<file path="src/rtl/tick_timer_pkg.sv">
package tick_timer_pkg;

    typedef enum logic [1:0] {
        ST_IDLE   = 2'd0,
        ST_RUN    = 2'd1,
        ST_PARKED = 2'd2
    } tmr_state_e;

    localparam logic [1:0] ADDR_CTRL   = 2'd0;
    localparam logic [1:0] ADDR_RELOAD = 2'd1;
    localparam logic [1:0] ADDR_COUNT  = 2'd2;

    localparam int CTRL_EN_BIT   = 0;
    localparam int CTRL_IE_BIT   = 1;
    localparam int CTRL_SRC_BIT  = 2;
    localparam int CTRL_FLAG_BIT = 16;

endpackage

</file>
<file path="src/rtl/tick_prescaler.sv">
module tick_prescaler #(
    parameter int DIV = 8
) (
    input  logic clk,
    input  logic rst_n,
    input  logic run,
    input  logic full_rate,
    output logic tick
);
    localparam int PW = (DIV > 1) ? $clog2(DIV) : 1;
    localparam logic [PW-1:0] LAST = PW'(DIV - 1);

    logic [PW-1:0] phase_q;

    always_ff @(posedge clk or negedge rst_n) begin
        if (!rst_n) begin
            phase_q <= '0;
        end else if (!run) begin
            phase_q <= '0;
        end else if (phase_q == LAST) begin
            phase_q <= '0;
        end else begin
            phase_q <= phase_q + 1'b1;
        end
    end

    assign tick = run && (full_rate || (phase_q == LAST));
endmodule

</file>
<file path="src/rtl/tick_core.sv">
module tick_core
    import tick_timer_pkg::*;
#(
    parameter int CNT_W = 24
) (
    input  logic             clk,
    input  logic             rst_n,
    input  logic             ctrl_we,
    input  logic             en_bit,
    input  logic             count_we,
    input  logic [CNT_W-1:0] reload,
    input  logic             tick,
    output logic [CNT_W-1:0] count,
    output tmr_state_e       state,
    output logic             wrap
);
    localparam logic [CNT_W-1:0] ONE = CNT_W'(1);

    tmr_state_e       state_q, state_d;
    logic [CNT_W-1:0] count_q, count_d;
    logic             stepping;

    assign stepping = (state_q == ST_RUN) && tick && !count_we;

    // next-state logic
    always_comb begin
        state_d = state_q;
        unique case (state_q)
            ST_IDLE: begin
                if (ctrl_we && en_bit) state_d = ST_RUN;
            end
            ST_RUN: begin
                if (ctrl_we && !en_bit)                         state_d = ST_IDLE;
                else if (reload == '0 && count_d == '0)         state_d = ST_PARKED;
            end
            ST_PARKED: begin
                if (ctrl_we && !en_bit)  state_d = ST_IDLE;
                else if (reload != '0)   state_d = ST_RUN;
            end
            default: state_d = ST_IDLE;
        endcase
    end

    // counter outputs
    always_comb begin
        count_d = count_q;
        wrap    = 1'b0;
        if (count_we) begin
            count_d = '0;
        end else if (stepping) begin
            if (count_q == '0) begin
                count_d = reload;
            end else begin
                count_d = count_q - ONE;
                wrap    = (count_q == ONE);
            end
        end
    end

    always_ff @(posedge clk or negedge rst_n) begin
        if (!rst_n) begin
            state_q <= ST_IDLE;
            count_q <= '0;
        end else begin
            state_q <= state_d;
            count_q <= count_d;
        end
    end

    assign count = count_q;
    assign state = state_q;
endmodule

</file>
<file path="src/rtl/tick_regs.sv">
module tick_regs
    import tick_timer_pkg::*;
#(
    parameter int CNT_W  = 24,
    parameter int DATA_W = 32,
    parameter int ADDR_W = 2
) (
    input  logic              clk,
    input  logic              rst_n,
    input  logic              bus_sel,
    input  logic              bus_wr,
    input  logic [ADDR_W-1:0] bus_addr,
    input  logic [DATA_W-1:0] bus_wdata,
    output logic [DATA_W-1:0] bus_rdata,
    input  logic              enabled,
    input  logic [CNT_W-1:0]  count,
    input  logic              wrap,
    output logic              ctrl_we,
    output logic              count_we,
    output logic              irq_en,
    output logic              full_rate,
    output logic [CNT_W-1:0]  reload,
    output logic              flag,
    output logic              irq
);
    logic ctrl_rd, reload_we;

    assign ctrl_we   = bus_sel &&  bus_wr && (bus_addr == ADDR_W'(ADDR_CTRL));
    assign ctrl_rd   = bus_sel && !bus_wr && (bus_addr == ADDR_W'(ADDR_CTRL));
    assign reload_we = bus_sel &&  bus_wr && (bus_addr == ADDR_W'(ADDR_RELOAD));
    assign count_we  = bus_sel &&  bus_wr && (bus_addr == ADDR_W'(ADDR_COUNT));

    always_ff @(posedge clk or negedge rst_n) begin
        if (!rst_n) begin
            irq_en    <= 1'b0;
            full_rate <= 1'b0;
            reload    <= '0;
            flag      <= 1'b0;
            irq       <= 1'b0;
        end else begin
            if (ctrl_we) begin
                irq_en    <= bus_wdata[CTRL_IE_BIT];
                full_rate <= bus_wdata[CTRL_SRC_BIT];
            end
            if (reload_we) reload <= bus_wdata[CNT_W-1:0];
            if (wrap)                      flag <= 1'b1;
            else if (count_we || ctrl_rd)  flag <= 1'b0;
            irq <= wrap && irq_en;
        end
    end

    always_comb begin
        bus_rdata = '0;
        unique case (bus_addr)
            ADDR_W'(ADDR_CTRL): begin
                bus_rdata[CTRL_EN_BIT]   = enabled;
                bus_rdata[CTRL_IE_BIT]   = irq_en;
                bus_rdata[CTRL_SRC_BIT]  = full_rate;
                bus_rdata[CTRL_FLAG_BIT] = flag;
            end
            ADDR_W'(ADDR_RELOAD): bus_rdata[CNT_W-1:0] = reload;
            ADDR_W'(ADDR_COUNT):  bus_rdata[CNT_W-1:0] = count;
            default:              bus_rdata = '0;
        endcase
    end
endmodule

</file>
<file path="src/rtl/tick_timer.sv">
module tick_timer
    import tick_timer_pkg::*;
#(
    parameter int CNT_W  = 24,
    parameter int DIV    = 8,
    parameter int DATA_W = 32,
    parameter int ADDR_W = 2
) (
    input  logic              clk,
    input  logic              rst_n,
    input  logic              bus_sel,
    input  logic              bus_wr,
    input  logic [ADDR_W-1:0] bus_addr,
    input  logic [DATA_W-1:0] bus_wdata,
    output logic [DATA_W-1:0] bus_rdata,
    output logic              tick_irq
);
    logic             ctrl_we, count_we, irq_en, full_rate, flag, wrap, tick;
    logic             running, enabled;
    logic [CNT_W-1:0] reload, count;
    tmr_state_e       state;

    assign running = (state == ST_RUN);
    assign enabled = (state != ST_IDLE);

    tick_regs #(.CNT_W(CNT_W), .DATA_W(DATA_W), .ADDR_W(ADDR_W)) u_regs (
        .clk(clk), .rst_n(rst_n),
        .bus_sel(bus_sel), .bus_wr(bus_wr), .bus_addr(bus_addr),
        .bus_wdata(bus_wdata), .bus_rdata(bus_rdata),
        .enabled(enabled), .count(count), .wrap(wrap),
        .ctrl_we(ctrl_we), .count_we(count_we), .irq_en(irq_en),
        .full_rate(full_rate), .reload(reload), .flag(flag), .irq(tick_irq)
    );

    tick_prescaler #(.DIV(DIV)) u_pre (
        .clk(clk), .rst_n(rst_n), .run(running),
        .full_rate(full_rate), .tick(tick)
    );

    tick_core #(.CNT_W(CNT_W)) u_core (
        .clk(clk), .rst_n(rst_n),
        .ctrl_we(ctrl_we), .en_bit(bus_wdata[CTRL_EN_BIT]),
        .count_we(count_we), .reload(reload), .tick(tick),
        .count(count), .state(state), .wrap(wrap)
    );
endmodule

</file>
<file path="config.mk">
export PLATFORM = sky130hd
export DESIGN_NAME = tick_timer
export DESIGN_NICKNAME = d
export VERILOG_FILES = /design/src/rtl/tick_timer_pkg.sv /design/src/rtl/tick_prescaler.sv /design/src/rtl/tick_core.sv /design/src/rtl/tick_regs.sv /design/src/rtl/tick_timer.sv
export SDC_FILE = /design/constraint.sdc
export NUM_CORES = 1
export LEC_CHECK = 0
export ABC_CLOCK_PERIOD_IN_PS = 8500
export BUFFER_PORTS_ARGS = -buffer_cell sky130_fd_sc_hd__buf_2
export CORE_MARGIN = 2
export CORE_UTILIZATION = 25
export CTS_CLUSTER_DIAMETER = 60
export DETAILED_ROUTE_END_ITERATION = 16
export SYNTH_ARGS = -nofsm -noshare
export SYNTH_HDL_FRONTEND = slang
export SYNTH_SLANG_ARGS = --single-unit
export TNS_END_PERCENT = 5
</file>
<file path="constraint.sdc">
create_clock -name clk -period 8.5 [get_ports clk]
set_clock_uncertainty 0.05 [all_clocks]
set_input_delay 0.425 -clock clk [delete_from_list [all_inputs] [get_ports clk]]
set_output_delay 0.425 -clock clk [all_outputs]
set_load 0.02 [all_outputs]
</file>
==> flow_summary.rst, run 1 <==
.. list-table::
   :header-rows: 1

   * - Metric
     - Value
   * - CTS tree
     - built
   * - Final RePlAce weighted congestion
     - 0.941
   * - Element type at the critical path end
     - flop
   * - Hold WC Path Type
     - in -> async
   * - Post-synth top area share
     - 39.1%
   * - Final cycle utilization of the critical path
     - 50.4%
   * - Overall routing resource usage
     - 14.7%
   * - Cell family with most CP delay
     - simple AND/OR/NAND/NOR gates
   * - Synth-to-Final Area Change
     - 19.2%
   * - Final critical path time including I/O delays and setup
     - 4280 ps
   * - Reg clk slew, reported paths
     - 50 ps
   * - Met2 demand-to-capacity share in global routing
     - 22.8%
   * - Number of enable-type register cells in the synthesized netlist
     - 0
   * - I/O Pins
     - 71
   * - Wire length after detailed routing
     - 11.3 mm
   * - Startpoint class of the critical path
     - input pin
   * - Die boundary height
     - 125 um
   * - Max Transition Viols Final
     - 0
   * - Sequential-to-total area share from yosys stat
     - 39.1%
   * - Max frequency
     - 234 MHz
   * - Worst Path Arrival
     - 4460 ps
   * - Final HPWL from detailed placement
     - 8.13 mm
   * - Worst skew pair latency
     - 330 ps
   * - Area of all placed cells without fillers
     - 4350 um2
   * - Crit path kind
     - in -> reg
   * - Buffer type at the clock tree root
     - sky130_fd_sc_hd__clkbuf_16
   * - CTS H-tree lvls
     - 3
   * - Required time worst endpoint
     - 8680 ps
   * - Unrepaired setup endpoints after global routing
     - false
   * - # setup viols final
     - 0
   * - Slowest library cell on the worst path
     - sky130_fd_sc_hd__ha_1
   * - Power density over the cells
     - 324 nW/um2
   * - Number of buffers inserted by hold repair at cts
     - 0
   * - Longest individual stage delay on the worst path
     - 820 ps
   * - Wire length of the first global-routing pass
     - 18.4 mm
   * - Most congested layer reported by global routing
     - met2
   * - Number of synthesis warnings
     - 0
   * - Remaining DRCs
     - 0
   * - Static leakage power
     - 0.00184 uW
   * - Critical path, cell by cell
     - buf_2 > inv_1 > ha_1 > nand3_1 > nand2_1 > a211oi_1 > a31oi_1 > or4bb_1 > or4_4 > o41ai_2
   * - Biggest area consumer among synthesized cells
     - sky130_fd_sc_hd__dfrtp_1
   * - Clock sinks
     - 57
   * - DP Area
     - 4040 um2
   * - Average detailed-routed wire length per instance
     - 18.3 um
   * - Top cells by area in the synthesized netlist
     - sky130_fd_sc_hd__dfrtp_1 39%, sky130_fd_sc_hd__mux2_2 7.7%, sky130_fd_sc_hd__a22oi_1 4.3%
   * - Synth Instances
     - 386
   * - Most frequent cells in the layout
     - 57 x sky130_fd_sc_hd__dfrtp_1, 54 x sky130_fd_sc_hd__buf_2, 27 x sky130_fd_sc_hd__nor2_1
   * - IR drop worst, VDD
     - 0.132 mV
   * - Worst slack on hold paths
     - 197 ps
   * - Most common cell after layout, fill and taps aside
     - sky130_fd_sc_hd__dfrtp_1
   * - Rows
     - 44
   * - Number of design-rule violations left by the first detailed-router iteration
     - 452
   * - Share of final-layout standard cells stronger than drive strength 1
     - 25.7%
   * - Met3 GRT Util
     - 2.84%
   * - Final Hold Violating Endpoints
     - 0
   * - Post-CTS setup-driven buffer insertion count
     - 0
   * - CTS Buf Count
     - 9
   * - Met1 track utilization from global routing
     - 19.4%
   * - Via count of the first global-routing pass
     - 3396
   * - Antenna violations before repair
     - 0
   * - Filler instances
     - 1512
   * - Post-Layout Cell Count
     - 619
   * - Final-stage net count
     - 477
   * - Resized cells post-CTS
     - 0
   * - Residual overflow from global routing
     - 0
   * - Ant diodes
     - 0
   * - Via-per-instance ratio
     - 5.58
   * - Total negative slack for setup checks
     - 0 ps
   * - Mean cell area of the mapped netlist
     - 9.45 um2
   * - Pin count of the biggest net entering global routing
     - 58
   * - DP Cell Count
     - 603
   * - Actual slew at the worst max-slew pin
     - 1120 ps
   * - Total standard cell area after synthesis
     - 3650 um2
   * - Reported max-cap violation count
     - 0
   * - Crit path max fanout
     - 26
   * - Synth cell types
     - 63
   * - Status
     - completed
   * - DIE WIDTH
     - 125 um
   * - Number of buffers inserted by port buffering
     - 54
   * - Async SR Flop Fraction
     - 100%
   * - Area of the core
     - 14400 um2
   * - Number of detailed-route iterations in the first pass
     - 7
   * - Count of buffering cells on the critical path with inverters included
     - 2
   * - FF+latch count, synth
     - 57
   * - Clock buffer depth
     - 2
   * - Relative slew margins
     - 25.3%
   * - Die Area
     - 15600 um2
   * - Post-route antenna net violation count
     - 0
   * - Primary FF master, synth
     - sky130_fd_sc_hd__dfrtp_1
   * - Number of vias after detailed routing
     - 3452
   * - Initial cell density of the core
     - 25.4%
## worst reg2reg max path, stage by stage (launching register included)
cell	delay (ps)
sky130_fd_sc_hd__dfrtp_1	460
sky130_fd_sc_hd__nor4_4	450
sky130_fd_sc_hd__nand4b_1	400
sky130_fd_sc_hd__nor2_2	760
sky130_fd_sc_hd__o21ai_0	200
sky130_fd_sc_hd__a32o_2	280
sky130_fd_sc_hd__or4_1	410
sky130_fd_sc_hd__or4_4	580
sky130_fd_sc_hd__o41ai_2	310
## cell type report
cell class / instances / area [um2] / share of cell area [%]
multi-input combinational: 297 / 2060 / 47.3
sequential: 57 / 1430 / 32.8
timing repair buffer: 57 / 293 / 6.73
tap: 184 / 230 / 5.29
clock buffer: 10 / 229 / 5.27
clock inverter: 6 / 82.6 / 1.90
inverter: 8 / 30.0 / 0.691
## where the power goes
group          internal [uW]  switching (uW)
clock network            255             126
logic                    211             340
registers                351             128
total                    816             593
## cell families after synthesis
| family | after synthesis | synth area share [%] |
|---|---|---|
| XOR/XNOR | 1 | 0.240 |
| multiplexers | 30 | 9.12 |
| adder cells (fa/ha/maj) | 9 | 3.09 |
| AND/OR/NAND/NOR | 156 | 25.2 |
| buffers and inverters | 39 | 5.25 |
| other | 1 | 0.103 |
| AO/OA/AOI/OAI | 93 | 17.9 |
| flip-flops | 57 | 39.1 |
## metrics by stage
stage	power (uW)	utilization (%)	setup WS, ps
2_1_floorplan	844	-	5270
3_3_place_gp	1000	28.1	3970
3_5_place_dp	1010	28.1	3950
4_1_cts	1400	30.3	4290
5_1_grt	1490	30.3	3980
6_report	1410	30.3	4220
## worst paths after layout
path / from / end / slack [ps] / cells past startpoint
worst max-delay path: bus_addr[0] / u_core.state[1] / 4220 / 10
max in group asynchronous: rst_n / u_pre.phase_q[0] / 7710 / 2
min in group clk: bus_wdata[15] / u_regs.reload[15] / 280 / 2
worst min register to register: u_pre.phase_q[0] / u_pre.phase_q[0] / 390 / 1
worst min-delay path: rst_n / u_core.count[14] / 200 / 2
worst max register to register: u_core.count[6] / u_core.state[1] / 4510 / 8
## registers in the layout, summed over array words and instances, names as in the netlist
name,count
u_core.count,24
u_core.state,2
u_pre.phase_q,3
u_regs.flag,1
u_regs.full_rate,1
u_regs.irq,1
u_regs.irq_en,1
u_regs.reload,24
## cell usage after synthesis (3+ instances only)
library cell	n
sky130_fd_sc_hd__and2_1	5
sky130_fd_sc_hd__a211oi_1	4
sky130_fd_sc_hd__nor4_1	10
sky130_fd_sc_hd__mux2_2	25
sky130_fd_sc_hd__a22oi_1	21
sky130_fd_sc_hd__nor3_1	16
sky130_fd_sc_hd__nand3_1	15
sky130_fd_sc_hd__or3_1	5
sky130_fd_sc_hd__nor2_1	27
sky130_fd_sc_hd__inv_1	8
sky130_fd_sc_hd__ha_1	9
sky130_fd_sc_hd__buf_4	9
sky130_fd_sc_hd__a21oi_1	15
sky130_fd_sc_hd__dfrtp_1	57
sky130_fd_sc_hd__buf_2	5
sky130_fd_sc_hd__a222oi_1	4
sky130_fd_sc_hd__o21ai_1	3
sky130_fd_sc_hd__nor4_2	3
sky130_fd_sc_hd__nand2_1	18
sky130_fd_sc_hd__nand4_1	6
sky130_fd_sc_hd__o22ai_1	4
sky130_fd_sc_hd__mux2i_1	4
sky130_fd_sc_hd__clkbuf_1	16
sky130_fd_sc_hd__o21ai_0	17
sky130_fd_sc_hd__nor2b_1	22
sky130_fd_sc_hd__a31oi_1	4
sky130_fd_sc_hd__o311ai_0	3
sky130_fd_sc_hd__or4_1	8
## metal layers
layer / wire length, um / vias to the layer above
li1: - / 1548
met1: 4680 / 1675
met2: 5280 / 186
met3: 915 / 43
met4: 460 / 0
met5: 0 / -
No activity file was read; power rests on OpenSTA's default activity.
==> run 2: changes to the inputs <==
ABC_AREA = 1   (was not set)
ABC_CLOCK_PERIOD_IN_PS = 3700   (was 8500)
clock period = 3.7 ns   (was 8.5 ns; I/O delays follow)
==> run 2 against run 1 <==
  * Utilization fell by 0.14 points
  * Global-route usage fell by 1.0 points
  * Total power rose by 140%
  * First-iteration DRC count fell by 30%
  * Largest power group unchanged
  * Critical path type is now reg -> reg
  * Clock power rose by 130%
  * Sequential power rose by 130%
==> flow_summary.rst, run 2 <==
.. list-table::
   :header-rows: 1

   * - Metric
     - Value
   * - Status
     - completed
   * - Resized cells post-CTS
     - 0
   * - # setup viols final
     - 0
   * - Crit path kind
     - reg -> reg
   * - Number of design-rule violations left by the first detailed-router iteration
     - 316
   * - Final cycle utilization of the critical path
     - 73.3%
   * - Max frequency
     - 369 MHz
   * - Average detailed-routed wire length per instance
     - 13.3 um
   * - Async SR Flop Fraction
     - 100%
   * - Crit path max fanout
     - 16
   * - Most common cell after layout, fill and taps aside
     - sky130_fd_sc_hd__nand2_1
   * - IR drop worst, VDD
     - 0.274 mV
   * - Number of vias after detailed routing
     - 3985
   * - Power density over the cells
     - 671 nW/um2
   * - Number of buffers inserted by port buffering
     - 54
   * - Worst reg2reg path startpoint
     - u_core.count[14]
   * - Setup slack on the worst flop-to-flop path
     - 990 ps
   * - Reported max-cap violation count
     - 0
   * - Final-stage net count
     - 717
   * - Hold WC Path Type
     - in -> reg
   * - Top cells by area in the synthesized netlist
     - sky130_fd_sc_hd__dfrtp_1 34%, sky130_fd_sc_hd__nand2_1 16%, sky130_fd_sc_hd__inv_1 7.6%
   * - Worst skew pair latency
     - 330 ps
   * - Total negative slack for setup checks
     - 0 ps
   * - DIE WIDTH
     - 133 um
   * - Synth-to-Final Area Change
     - 18.8%
   * - Most frequent cells in the layout
     - 181 x sky130_fd_sc_hd__nand2_1, 84 x sky130_fd_sc_hd__inv_1, 70 x sky130_fd_sc_hd__nor2_1
   * - Rows
     - 47
   * - Post-CTS setup-driven buffer insertion count
     - 0
   * - Clock sinks
     - 57
   * - Die Area
     - 17800 um2
   * - Final Hold Violating Endpoints
     - 0
   * - Biggest area consumer among synthesized cells
     - sky130_fd_sc_hd__dfrtp_1
   * - Multi-input gate area
     - 2270 um2
   * - FF+latch count, synth
     - 57
   * - Element type at the critical path end
     - flop
   * - HP Start
     - bus_wdata[21]
   * - Max Transition Viols Final
     - 0
   * - Antenna violations before repair
     - 0
   * - Post-route antenna net violation count
     - 0
   * - Capturing point of the worst reg2reg path
     - u_core.state[0]
   * - Actual slew at the worst max-slew pin
     - 758 ps
   * - Overall routing resource usage
     - 13.6%
   * - Most frequently used cell type in the post-synthesis netlist
     - sky130_fd_sc_hd__nand2_1
   * - Final HPWL from detailed placement
     - 9.06 mm
   * - Pin count of the biggest net entering global routing
     - 37
   * - Final critical path time including I/O delays and setup
     - 2710 ps
   * - Reg clk slew, reported paths
     - 50 ps
   * - Die boundary height
     - 133 um
   * - Wire length of the first global-routing pass
     - 19.3 mm
   * - Synth cell types
     - 32
   * - CTS H-tree lvls
     - 3
   * - Remaining DRCs
     - 0
   * - Number of detailed-route iterations in the first pass
     - 5
   * - Number of cells traversed by the worst hold path
     - 2
   * - Area of all sequential standard cells
     - 1430 um2
   * - Sequential-to-total area share from yosys stat
     - 34.2%
   * - CTS tree
     - built
   * - CTS Buf Count
     - 9
   * - Filler instances
     - 1843
   * - Mean cell area of the mapped netlist
     - 6.77 um2
   * - Unrepaired setup endpoints after global routing
     - false
   * - Buffer type at the clock tree root
     - sky130_fd_sc_hd__clkbuf_16
   * - Required time worst endpoint
     - 3870 ps
   * - Final RePlAce weighted congestion
     - 0.925
   * - Relative slew margins
     - 49.5%
   * - Clock buffer depth
     - 2
   * - Area of the core
     - 16500 um2
   * - Number of enable-type register cells in the synthesized netlist
     - 0
   * - Total standard cell area after synthesis
     - 4180 um2
   * - I/O Pins
     - 71
   * - Number of synthesis warnings
     - 0
   * - Wire length after detailed routing
     - 11.9 mm
   * - Via count of the first global-routing pass
     - 3801
   * - Commonest cells in the netlist
     - 181 x sky130_fd_sc_hd__nand2_1, 84 x sky130_fd_sc_hd__inv_1, 70 x sky130_fd_sc_hd__nor2_1
   * - Via-per-instance ratio
     - 4.45
   * - Residual overflow from global routing
     - 0
   * - Ant diodes
     - 0
   * - Worst Path Arrival
     - 2880 ps
   * - Post-synth top area share
     - 34.2%
   * - Power, Total
     - 3330 uW
   * - Share of final-layout standard cells stronger than drive strength 1
     - 19.1%
   * - Endpoint with the worst hold slack
     - u_regs.reload[21]
   * - Initial cell density of the core
     - 25.4%
   * - Primary FF master, synth
     - sky130_fd_sc_hd__dfrtp_1
   * - Startpoint class of the critical path
     - flop
   * - Synth Instances
     - 617
   * - Cell count of the worst reg-to-reg path
     - 16
   * - Static leakage power
     - 0.00255 uW
run 2: logic make-up (layout without fill, tap and decap cells):
family                     count (synthesis)  after routing  synth area share [%]
DFF                                       57             57                  34.2
buffers and inverters                    115            166                  12.0
xor gates and xnor gates                   3              3                 0.629
other                                      1              8                0.0898
muxes                                     12             12                  3.24
adders and majority gates                  9              9                  2.70
and+or+nand+nor                          347            347                  37.8
AOI/OAI and AO/OA                         73             73                  9.44
run 2: stage by stage:
stage / worst slack [ps] / std cells / instance area [um2] / hold slack (ps) / utilization, %
detailed placement: 1040 / 878 / 4630 / 251 / 28.1
CTS: 1010 / 895 / 4960 / 28.7 / 30.1
floorplan: 1620 / 624 / 4200 / -161 / -
global placement: 1020 / 878 / 4630 / 245 / 28.1
finish: 988 / 895 / 4960 / 34.6 / 30.1
global route: 782 / 895 / 4960 / 34.2 / 30.1
run 2: worst max-delay path, cell delays in order, from the launching register on:
cell                      delay (ps)
sky130_fd_sc_hd__dfrtp_1         440
sky130_fd_sc_hd__nor2_1          240
sky130_fd_sc_hd__nand2_1         150
sky130_fd_sc_hd__nor2_4          290
sky130_fd_sc_hd__nand2_1         150
sky130_fd_sc_hd__nor2_4          400
sky130_fd_sc_hd__nor2_1          100
sky130_fd_sc_hd__nand2_1          70
sky130_fd_sc_hd__nand2_1          40
sky130_fd_sc_hd__nand2_1          70
sky130_fd_sc_hd__nand2_1          60
sky130_fd_sc_hd__inv_1            50
sky130_fd_sc_hd__nand2_1          40
sky130_fd_sc_hd__nor2_1          200
sky130_fd_sc_hd__nand2_2         110
sky130_fd_sc_hd__nand3_1          70
sky130_fd_sc_hd__nand2_1          50
run 2: report_power, final:
part           internal (uW)  switching, uW  leakage [uW]  total [uW]
registers                820            264      0.000687        1080
clock network            574            291      0.000151         865
logic                    476            902       0.00171        1380
total                   1870           1460       0.00255        3330
run 2: how the worst max path moves through the flow:
stage                                 end             start  cells past startpoint
after floorplan           u_core.state[0]  u_pre.phase_q[0]                     15
after global routing      u_core.state[0]  u_core.count[14]                     17
after detailed placement  u_core.state[0]  u_core.count[14]                     16
after global placement    u_core.state[0]  u_core.count[14]                     16
after CTS                 u_core.state[0]  u_core.count[14]                     16
final                     u_core.state[0]  u_core.count[14]                     16
run 2: timing repair:
item	CTS	global route
endpoints found under the setup margin	0	0
endpoints found under the hold margin	31	0
hold buffers	1	0
run 2: cell type report:
class	count	area share [%]
clock buffers	12	5.37
clock inverters	4	1.01
multi-input cells	452	45.9
inverters	87	6.58
repair buffers	63	6.86
flip-flops and latches	57	28.8
well taps	220	5.55
run 2: layer usage:
metal	GRT usage [%]	up-vias	wire length, um
met5	0	-	0
met4	5.26	0	274
met3	2.02	17	596
met2	22.2	126	5490
met1	18.3	1802	5520
li1	-	2040	-
==> run 3: changes to the inputs <==
ABC_AREA = 0   (was 1)
ABC_CLOCK_PERIOD_IN_PS = 2200   (was 3700)
clock period = 2.2 ns   (was 3.7 ns; I/O delays follow)
==> run 3 against run 2 <==
  * The run now ends with negative setup slack left
  * Sequential share of layout area shrank 4.3 points
  * First-iteration DRC count is 45% higher
  * Cell count decreased by 12%
  * Register-to-register slack got worse by 1900 ps
  * Sequential power up 50%
  * Combinational power grew to 3.2 times the previous value
  * Via count increased by 5.1%
  * Global-route usage increased by 5.4 points
  * Total power increased by 120%
  * Critical endpoint unchanged
  * Utilization rose by 10 points
  * Die area shrank 12%
==> flow_summary.rst, run 3 (same netlist as run 1, synthesis figures left out) <==
.. list-table::
   :header-rows: 1

   * - Metric
     - Value
   * - Via count of the first global-routing pass
     - 4213
   * - Required time worst endpoint
     - 2350 ps
   * - Synth-to-Final Area Change
     - 59.9%
   * - Post-Route Utilization
     - 40.6%
   * - Initial cell density of the core
     - 25.4%
   * - Power density over the cells
     - 1260 nW/um2
   * - Final critical path time including I/O delays and setup
     - 3160 ps
   * - Internal portion of total power
     - 4360 uW
   * - Element type at the critical path end
     - flop
   * - Most common cell after layout, fill and taps aside
     - sky130_fd_sc_hd__buf_4
   * - Hold WC Path Type
     - in -> reg
   * - Post-route antenna net violation count
     - 0
   * - Final RePlAce weighted congestion
     - 0.956
   * - Pin count of the biggest net entering global routing
     - 58
   * - Crit path setup slack, layout
     - -957 ps
   * - Setup slack on the worst flop-to-flop path
     - -960 ps
   * - Reg clk slew, reported paths
     - 60 ps
   * - Worst skew pair latency
     - 330 ps
   * - Ant diodes
     - 0
   * - Remaining DRCs
     - 0
   * - Antenna violations before repair
     - 0
   * - Final cycle utilization of the critical path
     - 143%
   * - Actual slew at the worst max-slew pin
     - 559 ps
   * - Portion of total power attributed to sequential cells
     - 22.0%
   * - Number of detailed-route iterations in the first pass
     - 8
   * - Unrepaired setup endpoints after global routing
     - true
   * - Static leakage power
     - 0.00271 uW
   * - # setup viols final
     - 12
   * - Crit path max fanout
     - 4
   * - Status
     - complete, but fails checks
   * - Wire length of the first global-routing pass
     - 23.2 mm
   * - Number of vias after detailed routing
     - 4189
   * - Reported max-cap violation count
     - 0
   * - Rows
     - 44
   * - Die Area
     - 15600 um2
   * - Clock share of power
     - 17.2%
   * - Post-Layout Cell Count
     - 792
   * - Die boundary height
     - 125 um
   * - Final-stage net count
     - 650
   * - Final HPWL from detailed placement
     - 11.4 mm
   * - Startpoint class of the critical path
     - flop
   * - Area of the core
     - 14400 um2
   * - Power share of the combinational group
     - 60.8%
   * - Most frequent cells in the layout
     - 150 x sky130_fd_sc_hd__buf_4, 57 x sky130_fd_sc_hd__dfrtp_1, 54 x sky130_fd_sc_hd__buf_2
   * - Via-per-instance ratio
     - 5.29
   * - Clock sinks
     - 57
   * - Overall routing resource usage
     - 19.1%
   * - Worst Path Arrival
     - 3310 ps
   * - Average detailed-routed wire length per instance
     - 18.8 um
   * - Number of design-rule violations left by the first detailed-router iteration
     - 457
   * - Violations in the final reports
     - negative setup slack
   * - IR drop worst, VDD
     - 0.534 mV
   * - Residual overflow from global routing
     - 0
   * - Max frequency
     - 317 MHz
   * - Crit path kind
     - reg -> reg
   * - Net switching power
     - 2990 uW
   * - Max Transition Viols Final
     - 0
   * - Area of all sequential standard cells
     - 1430 um2
   * - CTS H-tree lvls
     - 3
   * - Final Hold Violating Endpoints
     - 0
   * - CTS tree
     - built
   * - I/O Pins
     - 71
   * - Relative slew margins
     - 62.7%
   * - Wire length after detailed routing
     - 14.9 mm
   * - CTS Buf Count
     - 9
   * - Share of final-layout standard cells stronger than drive strength 1
     - 47.5%
   * - Buffer type at the clock tree root
     - sky130_fd_sc_hd__clkbuf_16
   * - Switching Fraction
     - 40.7%
   * - DP Cell Count
     - 748
   * - DIE WIDTH
     - 125 um
   * - Number of buffers inserted by port buffering
     - 54
   * - Multi-input gate area
     - 2210 um2
   * - Filler instances
     - 1387
   * - Clock buffer depth
     - 2
-- run 3: changes by cell type in the layout (fill, tap and decap cells not counted), moves of 11 or more --
cell / before / now
sky130_fd_sc_hd__nand3_1: 48 / 15
sky130_fd_sc_hd__a22oi_1: 0 / 21
sky130_fd_sc_hd__buf_4: 8 / 150
sky130_fd_sc_hd__nand2_1: 181 / 16
sky130_fd_sc_hd__dlygate4sd3_1: 1 / 24
sky130_fd_sc_hd__inv_1: 84 / 6
sky130_fd_sc_hd__a21oi_1: 38 / 15
sky130_fd_sc_hd__o21ai_0: 26 / 15
sky130_fd_sc_hd__nor2_1: 70 / 24
sky130_fd_sc_hd__mux2_2: 12 / 25
sky130_fd_sc_hd__nor2b_1: 0 / 22
-- run 3: power by group through the flow --
stage          logic (uW)  clock network (uW)  registers [uW]
2_1_floorplan        1650                   0            1640
3_3_place_gp         4010                   0            1590
3_5_place_dp         4000                   0            1610
4_1_cts              4330                1280            1610
5_1_grt              4730                1330            1650
6_report             4470                1260            1620
-- run 3: routing by layer --
| metal | up-vias | wire length [um] | track usage, % |
|---|---|---|---|
| met5 | - | 0 | 0 |
| met1 | 2010 | 6130 | 24.3 |
| met2 | 233 | 7020 | 30.8 |
| met4 | 0 | 642 | 8.92 |
| li1 | 1890 | - | - |
| met3 | 56 | 1100 | 4.04 |
-- run 3: cell type report --
cell class,instances,share of cell area (%)
clock buffers,10,3.92
clock inverters,6,0.600
inverters,8,0.515
multi-input cells,297,37.8
flip-flops and latches,57,24.4
well taps,184,3.95
repair buffers,230,28.7
-- run 3: timing repair --
| action | 4_1_cts | 5_1_grt |
|---|---|---|
| hold endpoints to repair | 81 | 0 |
| pin swaps | 6 | 3 |
| resized for setup | 28 | 6 |
| endpoints found under the setup margin | 11 | 15 |
| hold buffers | 24 | 0 |
| setup buffers | 3 | 1 |
-- run 3: final timing paths --
kind	cells past startpoint	start	endpoint
min in group asynchronous	3	rst_n	u_regs.reload[23]
hold reg to reg	1	u_regs.flag	u_regs.flag
setup reg to reg	9	u_core.count[6]	u_core.state[0]
hold / removal	3	bus_wdata[0]	u_regs.reload[0]
setup / recovery	9	u_core.count[6]	u_core.state[0]
max in group asynchronous	3	rst_n	u_regs.reload[22]
-- run 3: stage by stage --
step	setup WS [ps]	setup TNS (ps)	area [um2]	total power, uW	hold WS (ps)
floorplan	-902	-1770	3700	3300	-236
global placement	-1130	-3750	5170	5600	89.1
detailed placement	-1120	-3410	5170	5610	96.6
CTS	-891	-2200	5800	7220	97.2
global route	-1020	-3480	5840	7720	132
finish	-957	-2660	5840	7350	93.6
-- run 3: critical path: stages (launching register included) --
cell and delay, ps:
sky130_fd_sc_hd__dfrtp_1 400, sky130_fd_sc_hd__buf_4 170, sky130_fd_sc_hd__or4_1 640, sky130_fd_sc_hd__nor3_2 190, sky130_fd_sc_hd__and3_1 180, sky130_fd_sc_hd__o22ai_1 100
sky130_fd_sc_hd__or4_4 550, sky130_fd_sc_hd__or4_4 570, sky130_fd_sc_hd__o22ai_2 100, sky130_fd_sc_hd__a21oi_1 80
